**src/rtl/cseq_pkg.sv**
```systemverilog
package cseq_pkg;
  localparam int ADDR_W   = 3;
  localparam int DATA_W   = 9;
  localparam int GAIN_W   = 6;
  localparam int NUM_CH   = 3;
  localparam int NUM_REGS = 1 << ADDR_W;
  localparam int POS_W    = $clog2(NUM_CH);

  localparam int ADR_CFG     = 0;
  localparam int ADR_MUX     = 1;
  localparam int ADR_GAIN_LO = 2;
  localparam int ADR_GAIN_HI = 4;

  localparam int CFG_MODE3 = 5;
  localparam int CFG_PD    = 2;
  localparam int MUX_ORDER = 7;
  localparam int MUX_RED   = 6;
  localparam int MUX_GRN   = 5;
  localparam int MUX_BLU   = 4;

  localparam logic [DATA_W-1:0] CFG_RST = 9'h0F8;
  localparam logic [DATA_W-1:0] MUX_RST = 9'h0C0;

  typedef struct packed {
    logic              mode3;
    logic              pwr_dn;
    logic              order_rgb;
    logic [NUM_CH-1:0] single_req;  // {blue, green, red}
  } ctrl_t;
endpackage

```
**src/rtl/cseq_regbank.sv**
```systemverilog
module cseq_regbank
  import cseq_pkg::*;
(
  input  logic              clk_i,
  input  logic              rst_ni,
  input  logic              wr_en_i,
  input  logic [ADDR_W-1:0] addr_i,
  input  logic [DATA_W-1:0] wdata_i,
  output logic [DATA_W-1:0] cfg_o,
  output logic [DATA_W-1:0] mux_o,
  output logic [DATA_W-1:0] rdata_o
);
  logic [DATA_W-1:0] regs_q [NUM_REGS];

  for (genvar i = 0; i < NUM_REGS; i++) begin : g_reg
    localparam logic [DATA_W-1:0] RST_VAL =
      (i == ADR_CFG) ? CFG_RST : (i == ADR_MUX) ? MUX_RST : '0;
    localparam bit IS_GAIN = (i >= ADR_GAIN_LO) && (i <= ADR_GAIN_HI);
    localparam logic [DATA_W-1:0] KEEP =
      IS_GAIN ? DATA_W'((1 << GAIN_W) - 1) : '1;

    always_ff @(posedge clk_i or negedge rst_ni) begin
      if (!rst_ni)                                    regs_q[i] <= RST_VAL;
      else if (wr_en_i && addr_i == ADDR_W'(i))       regs_q[i] <= wdata_i & KEEP;
    end
  end

  always_ff @(posedge clk_i or negedge rst_ni) begin
    if (!rst_ni) rdata_o <= '0;
    else         rdata_o <= regs_q[addr_i];
  end

  assign cfg_o = regs_q[ADR_CFG];
  assign mux_o = regs_q[ADR_MUX];
endmodule

```
**src/rtl/cseq_decode.sv**
```systemverilog
module cseq_decode
  import cseq_pkg::*;
(
  input  logic [DATA_W-1:0] cfg_i,
  input  logic [DATA_W-1:0] mux_i,
  output ctrl_t             ctrl_o
);
  always_comb begin
    ctrl_o.mode3      = cfg_i[CFG_MODE3];
    ctrl_o.pwr_dn     = cfg_i[CFG_PD];
    ctrl_o.order_rgb  = mux_i[MUX_ORDER];
    ctrl_o.single_req = {mux_i[MUX_BLU], mux_i[MUX_GRN], mux_i[MUX_RED]};
  end
endmodule

```
**src/rtl/cseq_selector.sv**
```systemverilog
module cseq_selector
  import cseq_pkg::*;
(
  input  logic              clk_i,
  input  logic              rst_ni,
  input  ctrl_t             ctrl_i,
  input  logic              sample_i,
  input  logic              sync_i,
  output logic [NUM_CH-1:0] chan_sel_o
);
  localparam logic [POS_W-1:0] LAST = POS_W'(NUM_CH - 1);

  logic [POS_W-1:0] pos_q, pos_d;
  logic [POS_W-1:0] color;

  always_comb begin
    pos_d = pos_q;
    if (!ctrl_i.pwr_dn) begin
      if (sync_i)                       pos_d = '0;  // sync beats advance
      else if (sample_i && ctrl_i.mode3) pos_d = (pos_q == LAST) ? '0 : pos_q + 1'b1;
    end
  end

  always_ff @(posedge clk_i or negedge rst_ni) begin
    if (!rst_ni) pos_q <= '0;
    else         pos_q <= pos_d;
  end

  // position -> color index (0 red, 1 green, 2 blue)
  assign color = ctrl_i.order_rgb ? pos_q : LAST - pos_q;

  // single-channel: lowest set request wins (red > green > blue)
  logic [NUM_CH-1:0] single_sel;
  always_comb begin
    single_sel = '0;
    for (int k = NUM_CH - 1; k >= 0; k--)
      if (ctrl_i.single_req[k]) single_sel = NUM_CH'(1) << k;
  end

  always_comb begin
    if (ctrl_i.mode3) begin
      chan_sel_o = '0;
      for (int k = 0; k < NUM_CH; k++)
        if (color == POS_W'(k)) chan_sel_o[k] = 1'b1;
    end else begin
      chan_sel_o = single_sel;
    end
  end
endmodule

```
**src/rtl/color_sample_seq.sv**
```systemverilog
module color_sample_seq
  import cseq_pkg::*;
(
  input  logic        clk_i,
  input  logic        rst_ni,
  input  logic        wr_en_i,
  input  logic [2:0]  addr_i,
  input  logic [8:0]  wdata_i,
  input  logic        sample_i,
  input  logic        sync_i,
  output logic [2:0]  chan_sel_o,
  output logic        pwr_dn_o,
  output logic [8:0]  rdata_o
);
  logic [DATA_W-1:0] cfg, mux;
  ctrl_t             ctrl;

  cseq_regbank i_regbank (
    .clk_i   (clk_i),
    .rst_ni  (rst_ni),
    .wr_en_i (wr_en_i),
    .addr_i  (addr_i),
    .wdata_i (wdata_i),
    .cfg_o   (cfg),
    .mux_o   (mux),
    .rdata_o (rdata_o)
  );

  cseq_decode i_decode (
    .cfg_i  (cfg),
    .mux_i  (mux),
    .ctrl_o (ctrl)
  );

  cseq_selector i_selector (
    .clk_i      (clk_i),
    .rst_ni     (rst_ni),
    .ctrl_i     (ctrl),
    .sample_i   (sample_i),
    .sync_i     (sync_i),
    .chan_sel_o (chan_sel_o)
  );

  assign pwr_dn_o = ctrl.pwr_dn;
endmodule

```
**config.mk**
```make
export PLATFORM = sky130hd
export DESIGN_NAME = color_sample_seq
export DESIGN_NICKNAME = d
export VERILOG_FILES = /design/src/rtl/cseq_pkg.sv /design/src/rtl/cseq_regbank.sv /design/src/rtl/cseq_decode.sv /design/src/rtl/cseq_selector.sv /design/src/rtl/color_sample_seq.sv
export SDC_FILE = /design/constraint.sdc
export NUM_CORES = 1
export LEC_CHECK = 0
export BUFFER_PORTS_ARGS = -buffer_cell sky130_fd_sc_hd__buf_2
export CORE_UTILIZATION = 45
export CTS_BUF_LIST = sky130_fd_sc_hd__clkbuf_16
export CTS_CLUSTER_DIAMETER = 40
export CTS_CLUSTER_SIZE = 28
export DETAILED_ROUTE_END_ITERATION = 12
export GPL_ROUTABILITY_DRIVEN = 0
export GPL_TIMING_DRIVEN = 0
export PLACE_DENSITY = 0.72
export SLEW_MARGIN = 10
export SYNTH_ARGS = -nofsm -noshare
export SYNTH_HDL_FRONTEND = slang
export SYNTH_SLANG_ARGS = --single-unit
```
**constraint.sdc**
```tcl
create_clock -name clk_i -period 3.05 [get_ports clk_i]
set_input_delay 0.61 -clock clk_i [delete_from_list [all_inputs] [get_ports clk_i]]
set_output_delay 0.61 -clock clk_i [all_outputs]
set_load 0.02 [all_outputs]
```
==> out/qor.csv <==
stage;metric;value;unit
timing;TNS Setup;0;ns
floorplan;die width;89.9;µm
pwr;Power Dens Cells;722;nW/µm²
cts;clock slew at reported path FFs;0.05;ns
finish;Syn-to-layout area delta;16.2;%
routing;Detailed Routing Iterations Pass 1;4;
worst_setup_path;CP max-delay cell;dfrtp_1;
worst_setup_path;worst-path fanout max;4;
synth;Synth Area per Inst;13.9;µm²
pwr;Power Total;2910;µW
placed_design;PortBufs;27;
global_routing;largest net degree at the start of global routing;43;
placed_design;hpwl dp;4810;µm
synth;Synth cell types;36;
floorplan;Initial Utilization;47.1;%
synth;Syn Inst Count;249;
synth;Syn Std Cell Area;3470;µm²
worst_setup_path;CP arrival;1.72;ns
timing;final period utilization;76.4;%
global_routing;gr ovfl total;0;
global_routing;gr usage total;19.6;%
timing;Slew Viols, Final;0;
timing;Max Fclk;0.429;GHz
run;max-cap check violation count;0;
timing;Worst Skew;0.00260;ns
routing;DR vias;2186;
cts;Bufs on Longest Clock Path;2;
pwr;Leakage;0.00183;µW
timing;RSZ-0062 raised after global routing;false;
cts;CTS tree;yes;
synth;top cell type's share of synthesized area;48.3;%
cts;H-tree levels;3;
routing;vias per inst;5.58;
finish;most common cell after layout, fill and taps aside;mux2_2;
cts;Post-CTS Setup Bufs;0;
global_routing;vias in the first global route;2317;
finish;Final Non-Filler Cells;392;
timing;worst setup margin;0.719;ns
cts;Hold-fix buffers, CTS;0;
synth;Synth Net Count;268;
finish;fillers;630;
synth;Ys Warns;0;
placed_design;DP Cell Count;376;
global_routing;initial antenna violation count;0;
worst_setup_path;CP Launch Type;flip-flop;
floorplan;die area;8070;µm²
finish;Nets;307;
placed_design;worst slack, placed;0.918;ns
cts;total CTS buffers;9;
routing;Initial DRC Count;54;
floorplan;io pins;30;
routing;DR WL/cell;18.9;µm
finish;share of cells above drive strength 1;50.9;%
global_routing;first-pass GRT wire length;12100;µm
cts;# clock sinks;74;
cts;clk_lat worst skew;0.33;ns
worst_setup_path;required time worst endpoint;2.44;ns
timing;hold_ws;0.214;ns
floorplan;Vert. Die Dim;89.9;µm
routing;drt total wl;7400;µm
routing;post-route antenna net violation count;0;
worst_hold_path;Worst Hold Class;input pin to asynchronous set/reset pin;
pwr;Max VDD drop;0.253;mV
floorplan;Row Count;31;
synth;post-synth top area cell;dfrtp_1;
routing;# DRC;0;
cts;root buffer cell;clkbuf_16;
synth;synth top area cells;dfrtp_1, mux2_2, mux2_4;
timing;Final Hold Viols;0;
worst_setup_path;WS Path Type;flip-flop to primary output;
worst_setup_path;Max stage delay on crit path;0.41;ns
synth;synthesized flop and latch total;74;
floorplan;core area;7370;µm²
synth;register area share after synthesis;53.6;%
finish;most frequent cells in the layout;mux2_2, dfrtp_1, buf_2;
timing;worst-margin pin slew;0.668;ns
worst_setup_path;Crit. End Element;primary output;
timing;Rel. slew slack;55.4;%
timing;# setup viols final;0;
run_status;status;completed;
cts;Post-CTS Resized;0;
worst_setup_path;CP cell instances;inv_1 > ha_1 > nor2_1 > a21oi_1 > a32o_1 > buf_2;
timing;post-layout min period;2.33;ns
finish;diodes inserted;0;
-- layer usage --
metal  share of wire (%)  wire length (µm)  track usage [%]  vias to the layer above
met3                 4.4               328             5.67                       16
li1                    -                 -                -                      984
met5                   0                 0                0                        -
met2                  49              3620             31.8                       55
met1                  44              3280             25.0                     1131
met4                 2.4               174             6.99                        0
-- worst max-delay path: cells and delay by family (launching register included) --
| kind | cells | cell delay [ns] |
|---|---|---|
| flops | 1 | 0.41 |
| simple gates | 1 | 0.04 |
| compound gates | 2 | 0.42 |
| buf+inv | 2 | 0.26 |
| fa+ha+maj | 1 | 0.28 |
-- synth_stat cells (all sizes together) --
cell / n
nor2: 7
dfrtp: 67
a32o: 1
buf: 11
o41ai: 1
o21ai: 3
ha: 2
a211oi: 4
nor3b: 1
dfstp: 7
or2: 4
nand3b: 1
a21oi: 9
nor2b: 1
nand2b: 5
a22o: 3
a31o: 1
mux2: 84
clkbuf: 2
nand2: 6
and4b: 1
nor3: 7
o32ai: 2
mux2i: 3
o22ai: 10
inv: 5
nand4: 1
-- power by group --
| part | switching, µW | internal [µW] | total (µW) |
|---|---|---|---|
| logic | 270 | 324 | 595 |
| clock network | 377 | 618 | 994 |
| registers | 115 | 1210 | 1330 |
| total | 762 | 2150 | 2910 |
-- registers in the layout, summed over array words and instances (netlist names) --
name	cells
i_selector.pos_q	2
i_regbank.cfg_o	9
i_regbank.rdata_o	9
i_regbank.mux_o	9
i_regbank.regs_q	45
-- path summary, 6_finish.rpt --
path	slack, ns	startpoint	to	cells after the start
setup / recovery	0.72	i_selector.pos_q[0]$_DFFE_PN0P_	chan_sel_o[1]	6
min in group clk_i	0.49	sync_i	i_selector.pos_q[0]$_DFFE_PN0P_	2
max in group asynchronous	2.22	rst_ni	i_regbank.cfg_o[3]$_DFFE_PN1P_	2
hold / removal	0.21	rst_ni	i_regbank.regs_q[38]$_DFFE_PN0P_	1
setup reg to reg	1.53	i_regbank.cfg_o[5]$_DFFE_PN1P_	i_regbank.rdata_o[5]$_DFF_PN0_	4
hold reg to reg	0.50	i_regbank.regs_q[11]$_DFFE_PN0P_	i_regbank.regs_q[11]$_DFFE_PN0P_	1
-- stage by stage --
| step | instance area [µm²] | utilization (%) |
|---|---|---|
| 3_3_place_gp | 3730 | 50.6 |
| 3_5_place_dp | 3750 | 51.0 |
| 5_1_grt | 4040 | 54.8 |
| 6_report | 4040 | 54.8 |
| 2_1_floorplan | 3470 | - |
| 4_1_cts | 4040 | 54.8 |
-- cells by family (layout without fill, tap and decap cells) --
group	Yosys count	in the layout	synth area share (%)
multiplexers	87	87	29.7
flip-flops	74	74	53.6
AO/OA/AOI/OAI	34	34	6.45
AND/OR/NAND/NOR	34	34	6.48
buffers and inverters	18	62	3.06
adder cells (fa/ha/maj)	2	2	0.720
-- layout make-up --
cell class,instances,area [µm²],area share (%)
multi-input combinational,157,1510,37.3
clock buffer,9,225,5.58
sequential,74,1860,46.1
tap,99,124,3.07
clock inverter,7,55.1,1.36
timing repair buffer,28,158,3.91
inverter,5,18.8,0.465
buffer,13,87.6,2.17
No activity file was read; power rests on OpenSTA's default activity.
